### config.mk
export PLATFORM = sky130hd
export DESIGN_NAME = ssp_port
export DESIGN_NICKNAME = d
export VERILOG_FILES = /design/src/rtl/ssp_pkg.sv /design/src/rtl/ssp_shift.sv /design/src/rtl/ssp_regs.sv /design/src/rtl/ssp_port.sv
export SDC_FILE = /design/constraint.sdc
export NUM_CORES = 1
export LEC_CHECK = 0
export BUFFER_PORTS_ARGS = -buffer_cell sky130_fd_sc_hd__buf_2
export CAP_MARGIN = 20
export CORE_MARGIN = 3
export CORE_UTILIZATION = 45
export DETAILED_ROUTE_END_ITERATION = 7
export GPL_ROUTABILITY_DRIVEN = 0
export PLACE_DENSITY = 0.73
export SLEW_MARGIN = 20
export SYNTH_ARGS = -nofsm -noshare
export SYNTH_HDL_FRONTEND = slang
export SYNTH_HIERARCHICAL = 1
export SYNTH_SLANG_ARGS = --single-unit
### constraint.sdc
create_clock -name clk_i -period 3.7 [get_ports clk_i]
set_clock_uncertainty 0.1 [all_clocks]
set_input_delay 0.185 -clock clk_i [delete_from_list [all_inputs] [get_ports clk_i]]
set_output_delay 0.185 -clock clk_i [all_outputs]
set_load 0.01 [all_outputs]
### src/rtl/ssp_pkg.sv
package ssp_pkg;
  localparam int unsigned PAY_W   = 12;
  localparam int unsigned NREG    = 3;
  localparam int unsigned SRST_B  = 11;
  localparam int unsigned SLEEP_B = 10;
  localparam logic [15:0] UNLOCK_WORD = 16'h8400;

  typedef enum logic [1:0] {
    SEL_CR0 = 2'd0,
    SEL_CR1 = 2'd1,
    SEL_CR2 = 2'd2,
    SEL_RSV = 2'd3
  } reg_sel_e;

  typedef struct packed {
    logic             steer;
    logic             rd;
    reg_sel_e         sel;
    logic [PAY_W-1:0] pay;
  } ctl_word_t;
endpackage

### src/rtl/ssp_shift.sv
module ssp_shift #(
  parameter int unsigned DATA_W   = 16,
  parameter int unsigned NARROW_W = 8
) (
  input  logic              clk_i,
  input  logic              rst_ni,
  input  logic              sync_i,
  input  logic              sdi_i,
  input  logic              wide_i,
  input  logic [DATA_W-1:0] resp_i,
  output logic              sdo_o,
  output logic              oe_o,
  output logic              done_o,
  output logic [DATA_W-1:0] word_o
);
  localparam int unsigned CNT_W = $clog2(DATA_W);

  logic             busy_q;
  logic [CNT_W-1:0] cnt_q, last_c;
  logic [DATA_W-1:0] rx_sr_q, tx_sr_q;

  assign last_c = wide_i ? CNT_W'(DATA_W-1) : CNT_W'(NARROW_W-1);
  assign done_o = busy_q && !sync_i && (cnt_q == last_c);
  assign word_o = {rx_sr_q[DATA_W-2:0], sdi_i};

  always_ff @(posedge clk_i or negedge rst_ni) begin
    if (!rst_ni) begin
      busy_q  <= 1'b0;
      cnt_q   <= '0;
      rx_sr_q <= '0;
      tx_sr_q <= '0;
      sdo_o   <= 1'b0;
      oe_o    <= 1'b0;
    end else if (sync_i) begin
      // first output bit valid the cycle after sync, input bits follow
      busy_q  <= 1'b1;
      cnt_q   <= '0;
      tx_sr_q <= resp_i << 1;
      sdo_o   <= resp_i[DATA_W-1];
      oe_o    <= 1'b1;
    end else if (busy_q) begin
      rx_sr_q <= word_o;
      cnt_q   <= cnt_q + 1'b1;
      if (cnt_q == last_c) begin
        busy_q <= 1'b0;
        oe_o   <= 1'b0;
        sdo_o  <= 1'b0;
      end else begin
        sdo_o   <= tx_sr_q[DATA_W-1];
        tx_sr_q <= tx_sr_q << 1;
      end
    end
  end
endmodule

### src/rtl/ssp_regs.sv
module ssp_regs
  import ssp_pkg::*;
(
  input  logic             clk_i,
  input  logic             rst_ni,
  input  logic             done_i,
  input  logic             ctl_i,
  input  ctl_word_t        word_i,
  output logic [PAY_W-1:0] cr0_o,
  output logic [PAY_W-1:0] cr1_o,
  output logic [PAY_W-1:0] cr2_o,
  output logic [PAY_W-1:0] rd_val_o
);
  logic [PAY_W-1:0] cr_q [NREG];
  logic [NREG-1:0]  we;
  logic [PAY_W-1:0] wmask [NREG];
  logic             armed_q, in_rst, is_key, wr;

  assign in_rst = cr_q[0][SRST_B];
  assign is_key = (word_i == ctl_word_t'(UNLOCK_WORD));
  assign wr     = done_i && ctl_i && !word_i.rd;

  always_comb begin
    for (int i = 0; i < NREG; i++) begin
      we[i]    = 1'b0;
      wmask[i] = '1;
    end
    if (wr) begin
      unique case (word_i.sel)
        SEL_CR0: begin
          we[0] = is_key || armed_q;
          wmask[0] = in_rst ? PAY_W'(1) << SRST_B : '1;
        end
        SEL_CR1: we[1] = !in_rst;
        SEL_CR2: we[2] = !in_rst;
        default: ;
      endcase
    end
  end

  generate
    for (genvar g = 0; g < NREG; g++) begin : g_reg
      always_ff @(posedge clk_i or negedge rst_ni) begin
        if (!rst_ni)    cr_q[g] <= '0;
        else if (we[g]) cr_q[g] <= (cr_q[g] & ~wmask[g]) | (word_i.pay & wmask[g]);
      end
    end
  endgenerate

  always_ff @(posedge clk_i or negedge rst_ni) begin
    if (!rst_ni)     armed_q <= 1'b0;
    else if (done_i) armed_q <= ctl_i && is_key;
  end

  always_comb begin
    unique case (word_i.sel)
      SEL_CR0: rd_val_o = cr_q[0];
      SEL_CR1: rd_val_o = cr_q[1];
      SEL_CR2: rd_val_o = cr_q[2];
      default: rd_val_o = '0;
    endcase
  end

  assign cr0_o = cr_q[0];
  assign cr1_o = cr_q[1];
  assign cr2_o = cr_q[2];
endmodule

### src/rtl/ssp_port.sv
module ssp_port
  import ssp_pkg::*;
#(
  parameter int unsigned DATA_W   = 16,
  parameter int unsigned NARROW_W = 8
) (
  input  logic              clk_i,
  input  logic              rst_ni,
  input  logic              sync_i,
  input  logic              sdi_i,
  input  logic              wide_i,
  input  logic              comp_i,
  input  logic [DATA_W-1:0] tx_audio_i,
  output logic              sdo_o,
  output logic              sdo_oe_o,
  output logic [DATA_W-1:0] rx_audio_o,
  output logic              frame_o,
  output logic [PAY_W-1:0]  cr0_o,
  output logic [PAY_W-1:0]  cr1_o,
  output logic [PAY_W-1:0]  cr2_o,
  output logic              soft_rst_o,
  output logic              sleep_o
);
  localparam int unsigned PAD_W = DATA_W - NARROW_W;

  logic              done, is_ctl, narrow;
  logic [DATA_W-1:0] word, resp_q;
  logic [PAY_W-1:0]  rd_val;
  ctl_word_t         cw;

  assign cw     = ctl_word_t'(word);
  assign is_ctl = wide_i && cw.steer;
  assign narrow = !wide_i || comp_i;

  ssp_shift #(.DATA_W(DATA_W), .NARROW_W(NARROW_W)) u_shift (
    .clk_i  (clk_i),
    .rst_ni (rst_ni),
    .sync_i (sync_i),
    .sdi_i  (sdi_i),
    .wide_i (wide_i),
    .resp_i (resp_q),
    .sdo_o  (sdo_o),
    .oe_o   (sdo_oe_o),
    .done_o (done),
    .word_o (word)
  );

  ssp_regs u_regs (
    .clk_i    (clk_i),
    .rst_ni   (rst_ni),
    .done_i   (done),
    .ctl_i    (is_ctl),
    .word_i   (cw),
    .cr0_o    (cr0_o),
    .cr1_o    (cr1_o),
    .cr2_o    (cr2_o),
    .rd_val_o (rd_val)
  );

  always_ff @(posedge clk_i or negedge rst_ni) begin
    if (!rst_ni) begin
      resp_q     <= '0;
      rx_audio_o <= '0;
      frame_o    <= 1'b0;
    end else begin
      frame_o <= done;
      if (done) begin
        if (is_ctl) begin
          resp_q <= {1'b1, cw.rd, cw.sel, rd_val};
        end else if (narrow) begin
          resp_q     <= {tx_audio_i[NARROW_W-1:0], {PAD_W{1'b0}}};
          rx_audio_o <= {{PAD_W{1'b0}}, word[NARROW_W-1:0]};
        end else begin
          resp_q     <= tx_audio_i;
          rx_audio_o <= {word[DATA_W-2:0], 1'b0};
        end
      end
    end
  end

  assign soft_rst_o = cr0_o[SRST_B];
  assign sleep_o    = cr0_o[SLEEP_B];
endmodule

==> run summary <==
Cells after Synth: 461
EDFF count, synth: 0
routed vias/inst: 5.793
critical path arrival: 3.06 ns
Synth area leader: dfrtp_1
full die area: 12750 sq um
Final setup viols: 0
num ports: 79
ranking of synthesized cells by area: dfrtp_1, mux2_2, mux2i_1
crit path kind: register to register
placed insts: 654
PwrDens: 484.0 nW/um^2
clock power share: 33.5%
Synth-to-Final Area Change: 14.77%
vias in the first global route: 3859
Pwr Total: 2.857 mW
Final Hold Fails: 0
clock root cell: clkbuf_16
Worst Path Required: 3.84 ns
initial antenna violation count: 0
Final nets: 549
Final min period: 2.916 ns
Distinct cells, synth: 47
P_leak: 2.823 nW
Seq pwr share: 53.1%
non-filler cells, final: 671
Detail Placement HPWL: 8900 microns
post-cts resize count: 0
hold crit path type: input port to register
TritonCTS Sinks: 107
Initial Util: 46.82%
H-tree lvl count: 3
Yosys warning total: 6
clock slew at reported path FFs: 0.08 ns
crit start category: register
Synth Register Bits: 107
worst-margin pin slew: 0.9450 ns
Slowest cell on crit path: dfrtp_1
Routed Antenna Nets: 0
Die H: 112.9 microns
DRT Pass-1 Iters: 5
routed via count: 3887
Worst VDD drop: 0.2936 mV
DP Area: 5589 sq um
most common cell in the netlist: dfrtp_1
Int Power: 1.943 mW
post-route cell area: 5902 sq um
Comb pwr share: 13.4%
share of the synthesized area in the top cell type: 52.07%
Net Sw Frac: 31.99%
Finished Core Util: 53.74%
clock latency on the worst-skew pair: 0.35 ns
First DRT Iteration DRCs: 341
Final Cycle Share: 78.82%
cell area after synthesis: 5142 sq um
commonest cells in the netlist: dfrtp_1, nand2_1, mux2_2, a21oi_1, o21ai_0
fraction of final layout cells sized beyond drive strength 1: 30.70%
number of slew-limit violations in the final report: 0
max-cap viol count: 0
ANT cells: 0
CORE AREA: 10980 sq um
worst-path maximum fanout: 21
overflow left after global routing: 0
Syn Area/Cell: 11.15 sq um
register area share after synthesis: 52.07%
Max-slew headroom: 37.00%
async set-reset flop share out of synthesis: 100.0%
drc violations: 0
FILL cells: 961
RSZ-0062 raised after global routing: false
first-pass GRT wire length: 21000 microns
setup TNS: 0 ns
Routed WL per cell: 19.55 microns
status: complete, no violations
buffers added on ports: 78
GRT Overall Usage: 20.86%
worst path cell trace: nor2b_1 -> buf_4 -> and3_1 -> and4bb_2 -> nand3b_1 -> mux2_2
# rows: 38
CP endpoint kind: register
CTS max path bufs: 2
ys flop type: dfrtp_1
CTS Buf Count: 9
drt total wl: 13120 microns
max frequency: 342.9 MHz
TritonCTS clock tree: yes
Psw: 913.8 uW
critical path's largest stage delay: 0.75 ns
Synth Net Count: 484
die width: 112.9 microns
pin count of the biggest net entering global routing: 65
-- final timing paths --
path	from	depth (start not counted)	slack, ns	to
max	u_shift/busy_q	6	0.78	u_regs/cr2_o[3]
min	tx_audio_i[0]	3	0.02	resp_q[8]
max reg2reg	u_shift/busy_q	6	0.78	u_regs/cr2_o[3]
min reg2reg	rx_audio_o[5]	2	0.38	rx_audio_o[5]
max in group asynchronous	rst_ni	3	2.29	asynchronous set/reset pin
min in group asynchronous	rst_ni	2	0.37	rx_audio_o[8]
-- timing repair --
item | in CTS | in global routing
hold buffers | 1 | 0
endpoints found under the hold margin | 62 | 0
buffers inserted | 0 | 0
-- routing by layer --
| layer | wire length (microns) | GRT usage, % | share of wire, % | vias up |
|---|---|---|---|---|
| li1 | - | - | - | 1789 |
| met1 | 5831 | 28.70 | 44 | 1989 |
| met2 | 6512 | 33.25 | 50 | 97 |
| met3 | 602 | 4.920 | 4.6 | 12 |
| met4 | 170 | 5.769 | 1.3 | 0 |
| met5 | 0 | 0 | 0 | - |
-- cell usage in the layout, fill, tap and decap left out, drive strengths merged, types with 11 or more instances in the layout --
master	count
o2bb2ai	11
nand3	14
dfrtp	107
inv	11
a21oi	27
o21ai	27
mux2i	21
mux2	53
nor2	16
buf	90
nand2b	14
o31a	11
nand2	52
-- power groups by stage --
stage	logic [mW]	registers, mW	clock network, mW
2_1_floorplan	0.314	1.40	0
3_3_place_gp	0.370	1.53	0
3_5_place_dp	0.379	1.53	0
4_1_cts	0.382	1.51	0.976
5_1_grt	0.419	1.54	1.02
6_report	0.382	1.52	0.958
-- layout make-up --
type                    instances  area, sq um  share of cell area [%]
repair buffers                 91        493.0                   8.353
inverters                       9        33.78                  0.5724
clock buffers                   9        225.2                   3.816
multi-input cells             308         2220                   37.61
clock inverters                 7        77.57                   1.314
flip-flops and latches        107         2678                   45.37
well taps                     140        175.2                   2.968
-- cells by family (layout without fill, tap and decap cells) --
family,after synthesis,in the layout,synth area share (%)
AOI/OAI and AO/OA,115,115,15.01
xor gates and xnor gates,5,5,0.9978
adders and majority gates,1,1,0.2433
buffers and inverters,46,116,4.769
DFF,107,107,52.07
muxes,74,74,16.42
and+or+nand+nor,113,113,10.49
-- critical path: cells and delay by family, from the launching register on --
family / cells / cell delay, ns
buffers and inverters: 1 / 0.28
AND/OR/NAND/NOR: 4 / 1.17
multiplexers: 1 / 0.49
flip-flops: 1 / 0.75
-- stage by stage --
stage | hold WS, ns | worst slack, ns
2_1_floorplan | -0.2106 | 1.334
3_3_place_gp | 0.2364 | 0.9502
3_5_place_dp | 0.2439 | 0.8361
4_1_cts | 0.01443 | 0.8144
5_1_grt | 0.02579 | 0.6166
6_report | 0.01852 | 0.7835
(Power assumes the default switching activity.)
